==> src/rtl/dma_irq_pkg.sv <==
package dma_irq_pkg;
  localparam int NEV     = 7;
  localparam int I_LINK  = 6;
  localparam int I_TXD   = 5;
  localparam int I_RXD   = 4;
  localparam int I_TXBU  = 3;
  localparam int I_RXBU  = 2;
  localparam int I_TXSTP = 1;
  localparam int I_RXSTP = 0;
  // Sources whose input is a level that reports a change in either direction
  localparam logic [NEV-1:0] BOTH_EDGE = 7'b1000000;
endpackage

==> src/rtl/irq_edge_det.sv <==
module irq_edge_det #(
  parameter int W = 7,
  parameter logic [W-1:0] BOTH = '0
) (
  input  logic         clk,
  input  logic         rst,
  input  logic [W-1:0] lvl,
  output logic [W-1:0] hit
);
  logic [W-1:0] prev_q;

  always_ff @(posedge clk) begin
    if (rst) prev_q <= '0;
    else     prev_q <= lvl;
  end

  for (genvar i = 0; i < W; i++) begin : g_bit
    if (BOTH[i]) begin : g_toggle
      assign hit[i] = lvl[i] ^ prev_q[i];
    end else begin : g_rise
      assign hit[i] = lvl[i] & ~prev_q[i];
    end
  end
endmodule

==> src/rtl/rbu_gate.sv <==
module rbu_gate (
  input  logic clk,
  input  logic rst,
  input  logic fetch_vld,
  input  logic fetch_owned,
  output logic hit
);
  logic armed_q;

  assign hit = fetch_vld & ~fetch_owned & armed_q;

  always_ff @(posedge clk) begin
    if (rst)            armed_q <= 1'b1;
    else if (fetch_vld) armed_q <= fetch_owned;
  end
endmodule

==> src/rtl/irq_stat_regs.sv <==
module irq_stat_regs #(
  parameter int W = 7
) (
  input  logic         clk,
  input  logic         rst,
  input  logic [W-1:0] set,
  input  logic [W-1:0] clr,
  output logic [W-1:0] stat_q,
  output logic [W-1:0] stat_d
);
  for (genvar i = 0; i < W; i++) begin : g_flag
    // set dominates a simultaneous clear
    assign stat_d[i] = set[i] | (stat_q[i] & ~clr[i]);
    always_ff @(posedge clk) begin
      if (rst) stat_q[i] <= 1'b0;
      else     stat_q[i] <= stat_d[i];
    end
  end
endmodule

==> src/rtl/irq_regbus.sv <==
module irq_regbus #(
  parameter int ADDR_W    = 4,
  parameter int DATA_W    = 32,
  parameter int W         = 7,
  parameter int STAT_ADDR = 0,
  parameter int ENA_ADDR  = 1
) (
  input  logic              clk,
  input  logic              rst,
  input  logic [ADDR_W-1:0] addr,
  input  logic              we,
  input  logic [DATA_W-1:0] wdata,
  input  logic [W-1:0]      stat_q,
  output logic [W-1:0]      clr,
  output logic [W-1:0]      en_q,
  output logic [W-1:0]      en_d,
  output logic [DATA_W-1:0] rdata
);
  localparam int LSB = DATA_W - W;

  logic sel_stat, sel_ena;
  assign sel_stat = (addr == ADDR_W'(STAT_ADDR));
  assign sel_ena  = (addr == ADDR_W'(ENA_ADDR));

  assign clr  = (we && sel_stat) ? wdata[DATA_W-1:LSB] : '0;
  assign en_d = (we && sel_ena)  ? wdata[DATA_W-1:LSB] : en_q;

  always_ff @(posedge clk) begin
    if (rst) begin
      en_q  <= '0;
      rdata <= '0;
    end else begin
      en_q <= en_d;
      if (sel_stat)     rdata <= {stat_q, {LSB{1'b0}}};
      else if (sel_ena) rdata <= {en_q, {LSB{1'b0}}};
      else              rdata <= '0;
    end
  end
endmodule

==> src/rtl/dma_irq_ctrl.sv <==
module dma_irq_ctrl #(
  parameter int ADDR_W    = 4,
  parameter int DATA_W    = 32,
  parameter int STAT_ADDR = 0,
  parameter int ENA_ADDR  = 1
) (
  input  logic              clk,
  input  logic              rst,
  input  logic              ev_link,
  input  logic              ev_tx_done,
  input  logic              ev_rx_done,
  input  logic              ev_tx_bufna,
  input  logic              ev_tx_stop,
  input  logic              ev_rx_stop,
  input  logic              rx_fetch_vld,
  input  logic              rx_fetch_owned,
  input  logic [ADDR_W-1:0] bus_addr,
  input  logic              bus_we,
  input  logic [DATA_W-1:0] bus_wdata,
  output logic [DATA_W-1:0] bus_rdata,
  output logic              irq_o
);
  import dma_irq_pkg::*;

  logic [NEV-1:0] ev_lvl, edge_hit, set, clr, stat_q, stat_d, en_q, en_d;
  logic           rbu_hit;

  assign ev_lvl[I_LINK]  = ev_link;
  assign ev_lvl[I_TXD]   = ev_tx_done;
  assign ev_lvl[I_RXD]   = ev_rx_done;
  assign ev_lvl[I_TXBU]  = ev_tx_bufna;
  assign ev_lvl[I_RXBU]  = 1'b0;
  assign ev_lvl[I_TXSTP] = ev_tx_stop;
  assign ev_lvl[I_RXSTP] = ev_rx_stop;

  irq_edge_det #(.W(NEV), .BOTH(BOTH_EDGE)) u_edge (
    .clk(clk), .rst(rst), .lvl(ev_lvl), .hit(edge_hit)
  );

  rbu_gate u_rbu (
    .clk(clk), .rst(rst), .fetch_vld(rx_fetch_vld),
    .fetch_owned(rx_fetch_owned), .hit(rbu_hit)
  );

  always_comb begin
    set         = edge_hit;
    set[I_RXBU] = rbu_hit;
  end

  irq_stat_regs #(.W(NEV)) u_stat (
    .clk(clk), .rst(rst), .set(set), .clr(clr),
    .stat_q(stat_q), .stat_d(stat_d)
  );

  irq_regbus #(
    .ADDR_W(ADDR_W), .DATA_W(DATA_W), .W(NEV),
    .STAT_ADDR(STAT_ADDR), .ENA_ADDR(ENA_ADDR)
  ) u_bus (
    .clk(clk), .rst(rst), .addr(bus_addr), .we(bus_we), .wdata(bus_wdata),
    .stat_q(stat_q), .clr(clr), .en_q(en_q), .en_d(en_d), .rdata(bus_rdata)
  );

  always_ff @(posedge clk) begin
    if (rst) irq_o <= 1'b0;
    else     irq_o <= |(stat_d & en_d);
  end
endmodule

==> config.mk <==
export PLATFORM = sky130hd
export DESIGN_NAME = dma_irq_ctrl
export DESIGN_NICKNAME = d
export VERILOG_FILES = /design/src/rtl/dma_irq_pkg.sv /design/src/rtl/irq_edge_det.sv /design/src/rtl/rbu_gate.sv /design/src/rtl/irq_stat_regs.sv /design/src/rtl/irq_regbus.sv /design/src/rtl/dma_irq_ctrl.sv
export SDC_FILE = /design/constraint.sdc
export NUM_CORES = 1
export LEC_CHECK = 0
export ABC_AREA = 1
export ABC_CLOCK_PERIOD_IN_PS = 2200
export BUFFER_PORTS_ARGS = -buffer_cell sky130_fd_sc_hd__buf_2
export CAP_MARGIN = 20
export CORE_MARGIN = 2
export CORE_UTILIZATION = 49
export DETAILED_ROUTE_END_ITERATION = 10
export PLACE_DENSITY = 0.84
export SYNTH_ARGS = -nofsm -noshare
export SYNTH_HDL_FRONTEND = slang
export SYNTH_HIERARCHICAL = 1
export SYNTH_SLANG_ARGS = --single-unit
==> constraint.sdc <==
create_clock -name clk -period 2.2 [get_ports clk]
set_input_delay 0 -clock clk [delete_from_list [all_inputs] [get_ports clk]]
set_output_delay 0 -clock clk [all_outputs]
set_load 0.05 [all_outputs]
; ---- Word-level counts from Yosys, hierarchy flattened
; Cells that the tools add are included.
; Widths: inputs -> output; s select.
[totals]
rom_bits = 0
word_cells = 59
reg_bits = 54
latch_bits = 0
out_inout_bits = 33
mem_bits_rw = 0
memories = 0
[classes]
reduce_logical = 5
magnitude_cmp = 0
shift = 0
div = 0
addsub = 0
n_mux = 4
eq_ne = 1
bitwise = 36
multipliers = 0
[ops]
columns = cell, count
row1 = $mux 32, 2
row2 = $and 1x1->1, 14
row3 = $mux 7, 2
row4 = $not 1->1, 13
row5 = $and 7x7->7, 1
row6 = $or 1x1->1, 7
row7 = $reduce_or 7->1, 1
row8 = $eq 4x1->1 const B, 1
row9 = $logic_not 4->1, 1
row10 = $logic_and 1x1->1, 2
row11 = $reduce_or 2->1, 1
row12 = $xor 1x1->1, 1

; ---- Longest topological paths before layout
; Gate-level depths: netlist of the first run.
[depth]
depth_word = 8
depth_mapped = 10
ltp_nobuf = 10

; ---- Cells and area by module
; The synthesis of the first run kept the hierarchy.
[modules_own_cells]
columns = module, seq_area_each_um2, area_per_inst_um2, n_inst, cells_each
row1 = irq_regbus, 280.3, 987.2, 1, 128
row2 = irq_stat_regs, 140.1, 297.8, 1, 42
row3 = irq_edge_det, 140.1, 230.2, 1, 31
row4 = dma_irq_ctrl, 20.0, 81.3, 1, 16
row5 = rbu_gate, 20.0, 62.6, 1, 10

; ---- Worst setup path before layout of the first run
; No wires, ideal clock.
[synth_timing]
kind = in2reg
startpoint = in bus_we
endpoint = reg irq_o
stages = 10
setup_time_ps = 117
t_arrival_ps = 941
slack_ps = 1142
path_buffers = 1
cell_sequence = buf_2 -> nand4_2 -> nor2_1 -> clkinv_1 -> nand2_2 -> nand2_1 -> nand2_1 -> nand2_1 -> nor2_1 -> a21oi_2
[synth_between]
elab_chain_cells = 7
[synth_lines]
columns = item, line_no
row1 = start: declaration, dma_irq_ctrl.sv:18  ; input logic bus_we,
row2 = $logic_and 1x1->1, irq_regbus.sv:25  ; assign clr = (we && sel_stat) ? wdata[DATA_W-1:LSB] : '0;
row3 = $mux 7, irq_regbus.sv:25
row4 = via clr[1], dma_irq_ctrl.sv:25  ; logic [NEV-1:0] ev_lvl, edge_hit, set, clr, stat_q, stat_d, en_q, en_d;
row5 = $not 1->1, irq_stat_regs.sv:13  ; assign stat_d[i] = set[i] | (stat_q[i] & ~clr[i]);
row6 = $and 1x1->1, irq_stat_regs.sv:13
row7 = $or 1x1->1, irq_stat_regs.sv:13
row8 = via stat_d[1], dma_irq_ctrl.sv:25
row9 = $and 7x7->7, dma_irq_ctrl.sv:65  ; else irq_o <= |(stat_d & en_d);
row10 = $reduce_or 7->1, dma_irq_ctrl.sv:65
row11 = end signal: assignment, dma_irq_ctrl.sv:65
row12 = end: declaration, dma_irq_ctrl.sv:21  ; output logic irq_o
; The timed path passes the listed nets, and every way through them passes these cells.
; A chain may end at the register's enable or synchronous reset.

==> key figures, run 1 <==
Die
  – Initial Util: between 50 and 60%
  – Die height: between 60 and 70 um
  – Die Span X: 61.57 um
  – Core Region: between 3000 and 4000 um2
  – # rows: 20
  – Die area: roughly 3800 um2
  – IO Pins: 80

Placement
  – Placement Cell Area: ~1700 um2
  – Dpl hpwl: between 1500 and 2000 um
  – Port-buffer cells: 29
  – Inst Count DP: 290
  – Placer Congestion: slightly below 0.8

Timing
  – Unrepaired setup endpoints after global routing: no
  – Setup TNS Final: 0 ns
  – Worst-case clock skew: around 0.0034 ns
  – Minimum clock period: between 1.5 and 2 ns
  – Slew @ Worst Pin: 0.5275 ns
  – Highest Clock Rate: approximately 600 MHz
  – Hold Vio Cnt, Final: 0
  – Final setup viols: 0
  – Slew Viols, Final: 0
  – Rel. slew slack: about 65%
  – Final period utilization: 75.30%

Setup path
  – Register-to-Register Path Depth: 3
  – CP max FO: 2
  – Crit-path max cell delay: 0.55 ns
  – Reg2Reg Setup Slack: ~1.1 ns
  – Arrival time worst endpoint: 1.87 ns
  – Critical path buffers and inverters: 4
  – CP Depth: 6
  – CP Cell Sequence: dlygate4sd3_1 > buf_2 > nand2_1 > dlygate4sd3_1 > nand3_2 > dlygate4sd3_1
  – Worst Setup End Kind: register
  – CP startpoint kind: input pin
  – Worst Path Required: approximately 2.4 ns
  – CP max stage cell: dlygate4sd3_1
  – CP dominant cell by count: dlygate4sd3_1
  – Critical path class: input pin to register
  – CP delay by family, top: buffers and inverters

Power and ir drop
  – Pint: 0.7548 mW
  – NetSw: roughly 0.37 mW
  – Switching part of the total power: 32.60%
  – Total power: 1.120 mW
  – Pwr/cell area: around 610 nW/um2
  – Sequential share of power: around half
  – Maximum vdd drop: 0.3552 mV
  – Combinational fraction of design power: between 20% and 30%
  – Clk pwr share: roughly 29%
  – Lkg Pwr: between 0.9 and 1 nW

Clocking
  – Max Buffers Root-to-Sink: 2
  – Worst-Skew Late Latency: 0.32 ns
  – Post-cts sizing count: 0
  – CTS Root Cell: clkbuf_4
  – Clock Sinks: 29
  – CTS tree: done
  – Hold buffer count at cts: 9
  – CTS clk-pin slew, worst paths: 0.08 ns
  – H-tree Lvls: 2
  – Post-CTS Setup Inserts: 0
  – CTS buffer count: 5

Cells and area
  – Most frequent cells in the layout: inv_1, nand2_1, buf_2, dfxtp_1, nor2_1
  – Util after Layout: between 50% and 60%
  – Design area: between 1500 and 2000 um2
  – Ratio of cells with drive above 1 in the final layout: 23.66%
  – Most common cell after layout, fill and taps aside: inv_1
  – Area grow syn2layout: 12.56%
  – Final nets: 309
  – Antenna Cells: 0
  – Final std cells w/o fill: just over 300

GRT
  – Initial antenna violation count: 0
  – First-pass GRT wire length: 4554 um
  – Grt met1 use: around a fifth
  – Vias in the first global route: ~1200
  – Grt met2 use: 27.22%
  – M3 GR Usage: 6.513%
  – GR Overflow Total: 0
  – Busiest layer in global routing: met2
  – Total global-route track usage: ~16%
  – Largest net degree at the start of global routing: 30

Synthesis
  – Post-Syn Area: about 1600 um2
  – Yosys warnings: 6
  – Mean Syn Cell Area: 7.316 um2
  – Cells after Synth: roughly 220

Route
  – Iter 0 DRT Violations: 76
  – DRC violations left: 0
  – WL final: 2732 um
  – Average wire per standard cell: 8.928 um
  – Vias per Instance: 4.248
  – Drt pass-1 iters: 4
  – Final ANT Viol Nets: 0
  – Via Count: between 1000 and 1500

Hold path
  – Hold Crit Class: input pin to register
  – Hold depth: 5

Flow run
  – Max Cap Viol: 0

Outcome
  – Status: finished, final reports clean
-- power groups by stage --
stage | clock network [mW] | logic (mW) | registers, mW
floorplan | 0 | 0.218 | 0.578
finish | 0.321 | 0.241 | 0.558
global placement | 0 | 0.226 | 0.570
global route | 0.357 | 0.265 | 0.562
detailed placement | 0 | 0.228 | 0.571
CTS | 0.334 | 0.241 | 0.559
-- path summary, 6_finish.rpt --
check                   start                to
min reg2reg  u_stat/stat_q[4]  u_stat/stat_q[4]
min             bus_wdata[26]     u_bus/en_q[1]
max            rx_fetch_owned     u_rbu/armed_q
max reg2reg     u_rbu/armed_q     u_rbu/armed_q
-- state kept, by name, summed over array words and instances (netlist names) --
name and cells:
u_bus/en_q 7, u_bus/rdata 7, u_stat/stat_q 7, u_edge/prev_q 6, irq_o 1, u_rbu/armed_q 1
-- cell type report --
class	count	area, um2
tap	44	55.05
sequential	29	580.6
inverter	49	183.9
multi-input combinational	138	710.7
fill	329	1275
clock buffer	7	55.05
timing repair buffer	39	242.7
-- metal layers --
metal | routed length, um | vias to the layer above
met5 | 0 | -
met4 | 8 | 0
met3 | 190 | 2
met2 | 1340 | 37
met1 | 1193 | 564
li1 | - | 697
-- per-stage QoR --
| step | hold slack [ns] | setup WS [ns] |
|---|---|---|
| floorplan | 0.06244 | 1.142 |
| global placement | 0.2130 | 0.7528 |
| CTS | 0.02803 | 0.5565 |
| finish | 0.04051 | 0.5434 |
| global route | 0.06633 | 0.4896 |
| detailed placement | 0.2228 | 0.7861 |
-- tightest hold or removal path: cells and delay by family --
kind	cells	cell delay, ns
and+or+nand+nor	3	0.21
buffers and inverters	2	0.11
Power figures use the tool's default switching activity.
==> inputs of run 2 (changes only) <==
--- a/config.mk
+++ b/config.mk
@@ -6,13 +6,13 @@
 export NUM_CORES = 1
 export LEC_CHECK = 0
 export ABC_AREA = 1
-export ABC_CLOCK_PERIOD_IN_PS = 2200
+export ABC_CLOCK_PERIOD_IN_PS = 1400
 export BUFFER_PORTS_ARGS = -buffer_cell sky130_fd_sc_hd__buf_2
 export CAP_MARGIN = 20
 export CORE_MARGIN = 2
-export CORE_UTILIZATION = 49
+export CORE_UTILIZATION = 41
 export DETAILED_ROUTE_END_ITERATION = 10
-export PLACE_DENSITY = 0.84
+export PLACE_DENSITY = 0.75
 export SYNTH_ARGS = -nofsm -noshare
 export SYNTH_HDL_FRONTEND = slang
 export SYNTH_HIERARCHICAL = 1
==> constraint.sdc (replaced) <==
create_clock -name clk -period 1.4 [get_ports clk]
set_input_delay 0 -clock clk [delete_from_list [all_inputs] [get_ports clk]]
set_output_delay 0 -clock clk [all_outputs]
set_load 0.05 [all_outputs]
==> key figures, run 2 (same netlist as run 1, synthesis figures left out) <==
Outcome
  – Status: finished, final reports clean

Timing
  – Minimum clock period: 1.163 ns
  – Unrepaired setup endpoints after global routing: no
  – Slew @ Worst Pin: 0.5181 ns
  – Slew Viols, Final: 0
  – Worst-case clock skew: 0.003080 ns
  – Final period utilization: roughly 83%
  – Hold Vio Cnt, Final: 0
  – Final setup viols: 0
  – Setup TNS Final: 0 ns
  – Rel. slew slack: around two thirds
  – Setup WS post-layout: 0.2367 ns
  – Highest Clock Rate: 859.6 MHz

Cells and area
  – Most common cell after layout, fill and taps aside: inv_1
  – Final std cells w/o fill: ~310
  – Area grow syn2layout: 16.18%
  – Most frequent cells in the layout: inv_1, nand2_1, buf_2, dfxtp_1, nor2_1
  – Ratio of cells with drive above 1 in the final layout: 24.53%
  – Biggest regs: u_bus/en_q x7, u_bus/rdata x7, u_stat/stat_q x7
  – Final nets: 312
  – Fillers: approximately 390
  – Antenna Cells: 0

Placement
  – Placer Congestion: 0.7988
  – Inst Count DP: just under 300
  – Place WS: a little under 0.08 ns
  – Dpl hpwl: 2007 um
  – Port-buffer cells: 29

Die
  – Initial Util: a little over two fifths
  – Die Span X: around 67 um
  – IO Pins: 80
  – Core Region: ~3700 um2
  – Die height: 66.94 um
  – # rows: 22
  – Die area: around 4500 um2

Hold path
  – Hold depth: 5
  – Hold Crit Class: input pin to register

Power and ir drop
  – Total power: between 1.5 and 2 mW
  – Maximum vdd drop: 0.5834 mV
  – Pwr/cell area: between 1000 and 1500 nW/um2
  – Lkg Pwr: 1.025 nW

Route
  – Via Count: ~1300
  – Final ANT Viol Nets: 0
  – Vias per Instance: 4.211
  – Average wire per standard cell: 9.204 um
  – DRC violations left: 0
  – Drt pass-1 iters: 4
  – Iter 0 DRT Violations: a little over 60
  – WL final: between 2000 and 3000 um

Setup path
  – Worst Path Required: between 1.5 and 2 ns
  – CP Cell Sequence: dlygate4sd3_1 > buf_2 > nand2_1 > dlygate4sd3_1 > nand3_2
  – Critical path class: input pin to register
  – Crit-path max cell delay: approximately 0.55 ns
  – CP max FO: 3
  – CP max stage cell: dlygate4sd3_1
  – CP dominant cell by count: dlygate4sd3_1
  – CP delay by family, top: buffers and inverters
  – Register-to-Register Path Depth: 8
  – CP startpoint kind: input pin
  – Critical path buffers and inverters: 3
  – CP Depth: 5
  – Arrival time worst endpoint: roughly 1.3 ns
  – Worst Setup End Kind: register

GRT
  – Total global-route track usage: ~15%
  – Largest net degree at the start of global routing: 30
  – First-pass GRT wire length: 4871 um
  – Vias in the first global route: 1154
  – GR Overflow Total: 0
  – Initial antenna violation count: 0

Clocking
  – Worst-Skew Late Latency: ~0.28 ns
  – Clock Sinks: 29
  – H-tree Lvls: 2
  – CTS tree: done
  – Hold buffer count at cts: 9
  – CTS clk-pin slew, worst paths: approximately 0.06 ns
  – Max Buffers Root-to-Sink: 2
  – Post-CTS Setup Inserts: 0
  – CTS buffer count: 5
  – Post-cts sizing count: 0
  – CTS Root Cell: clkbuf_8

Flow run
  – Max Cap Viol: 0
run 2: cell count changes in the layout (fill, tap and decap cells not counted), sizes merged:
cell | previous run | this run
buf | 30 | 33
run 2: layer usage:
| layer | part of all wire [%] | wire (um) | vias to the layer above | track usage (%) |
|---|---|---|---|---|
| met3 | 7.7 | 222 | 5 | 5.574 |
| met4 | 1.7 | 48 | 0 | 6.122 |
| met1 | 45 | 1300 | 567 | 18.31 |
| li1 | - | - | 704 | - |
| met5 | 0 | 0 | - | 0 |
| met2 | 45 | 1310 | 42 | 23.50 |
run 2: final cells by class:
cell class	count	area, um2	share of cell area (%)
clock buffer	7	86.33	4.576
timing repair buffer	42	265.3	14.06
tap	48	60.06	3.183
multi-input combinational	138	710.7	37.67
inverter	49	183.9	9.748
sequential	29	580.6	30.77
run 2: metrics by stage:
stage                     hold WS [ns]  utilization [%]  instance area, um2
after floorplan                0.06244                -                1714
after global placement          0.2137            45.69                1710
after detailed placement        0.2225            45.69                1710
after CTS                      0.08506            50.40                1887
after global routing            0.1143            50.40                1887
final                          0.08725            50.40                1887
run 2: path summary, 6_finish.rpt:
check / start / slack [ns] / endpoint
setup / recovery: rx_fetch_vld / 0.24 / u_rbu/armed_q
hold / removal: bus_wdata[26] / 0.09 / u_bus/en_q[1]
setup reg to reg: u_bus/en_q[1] / 0.39 / irq_o
hold reg to reg: u_rbu/armed_q / 0.46 / u_rbu/armed_q
run 2: power breakdown:
group          switching, mW  leakage, nW  internal, mW
clock network          0.303       0.0443         0.389
registers             0.0171        0.238         0.861
logic                  0.292        0.743        0.0946
run 2: worst register-to-register path, cell delays in order, from the launching register on:
cell	delay, ns
dfxtp_1	0.32
inv_1	0.05
nand2_1	0.04
nand2_1	0.07
inv_1	0.05
nand2_1	0.05
nand2_1	0.05
nor2_1	0.16
a21oi_2	0.08
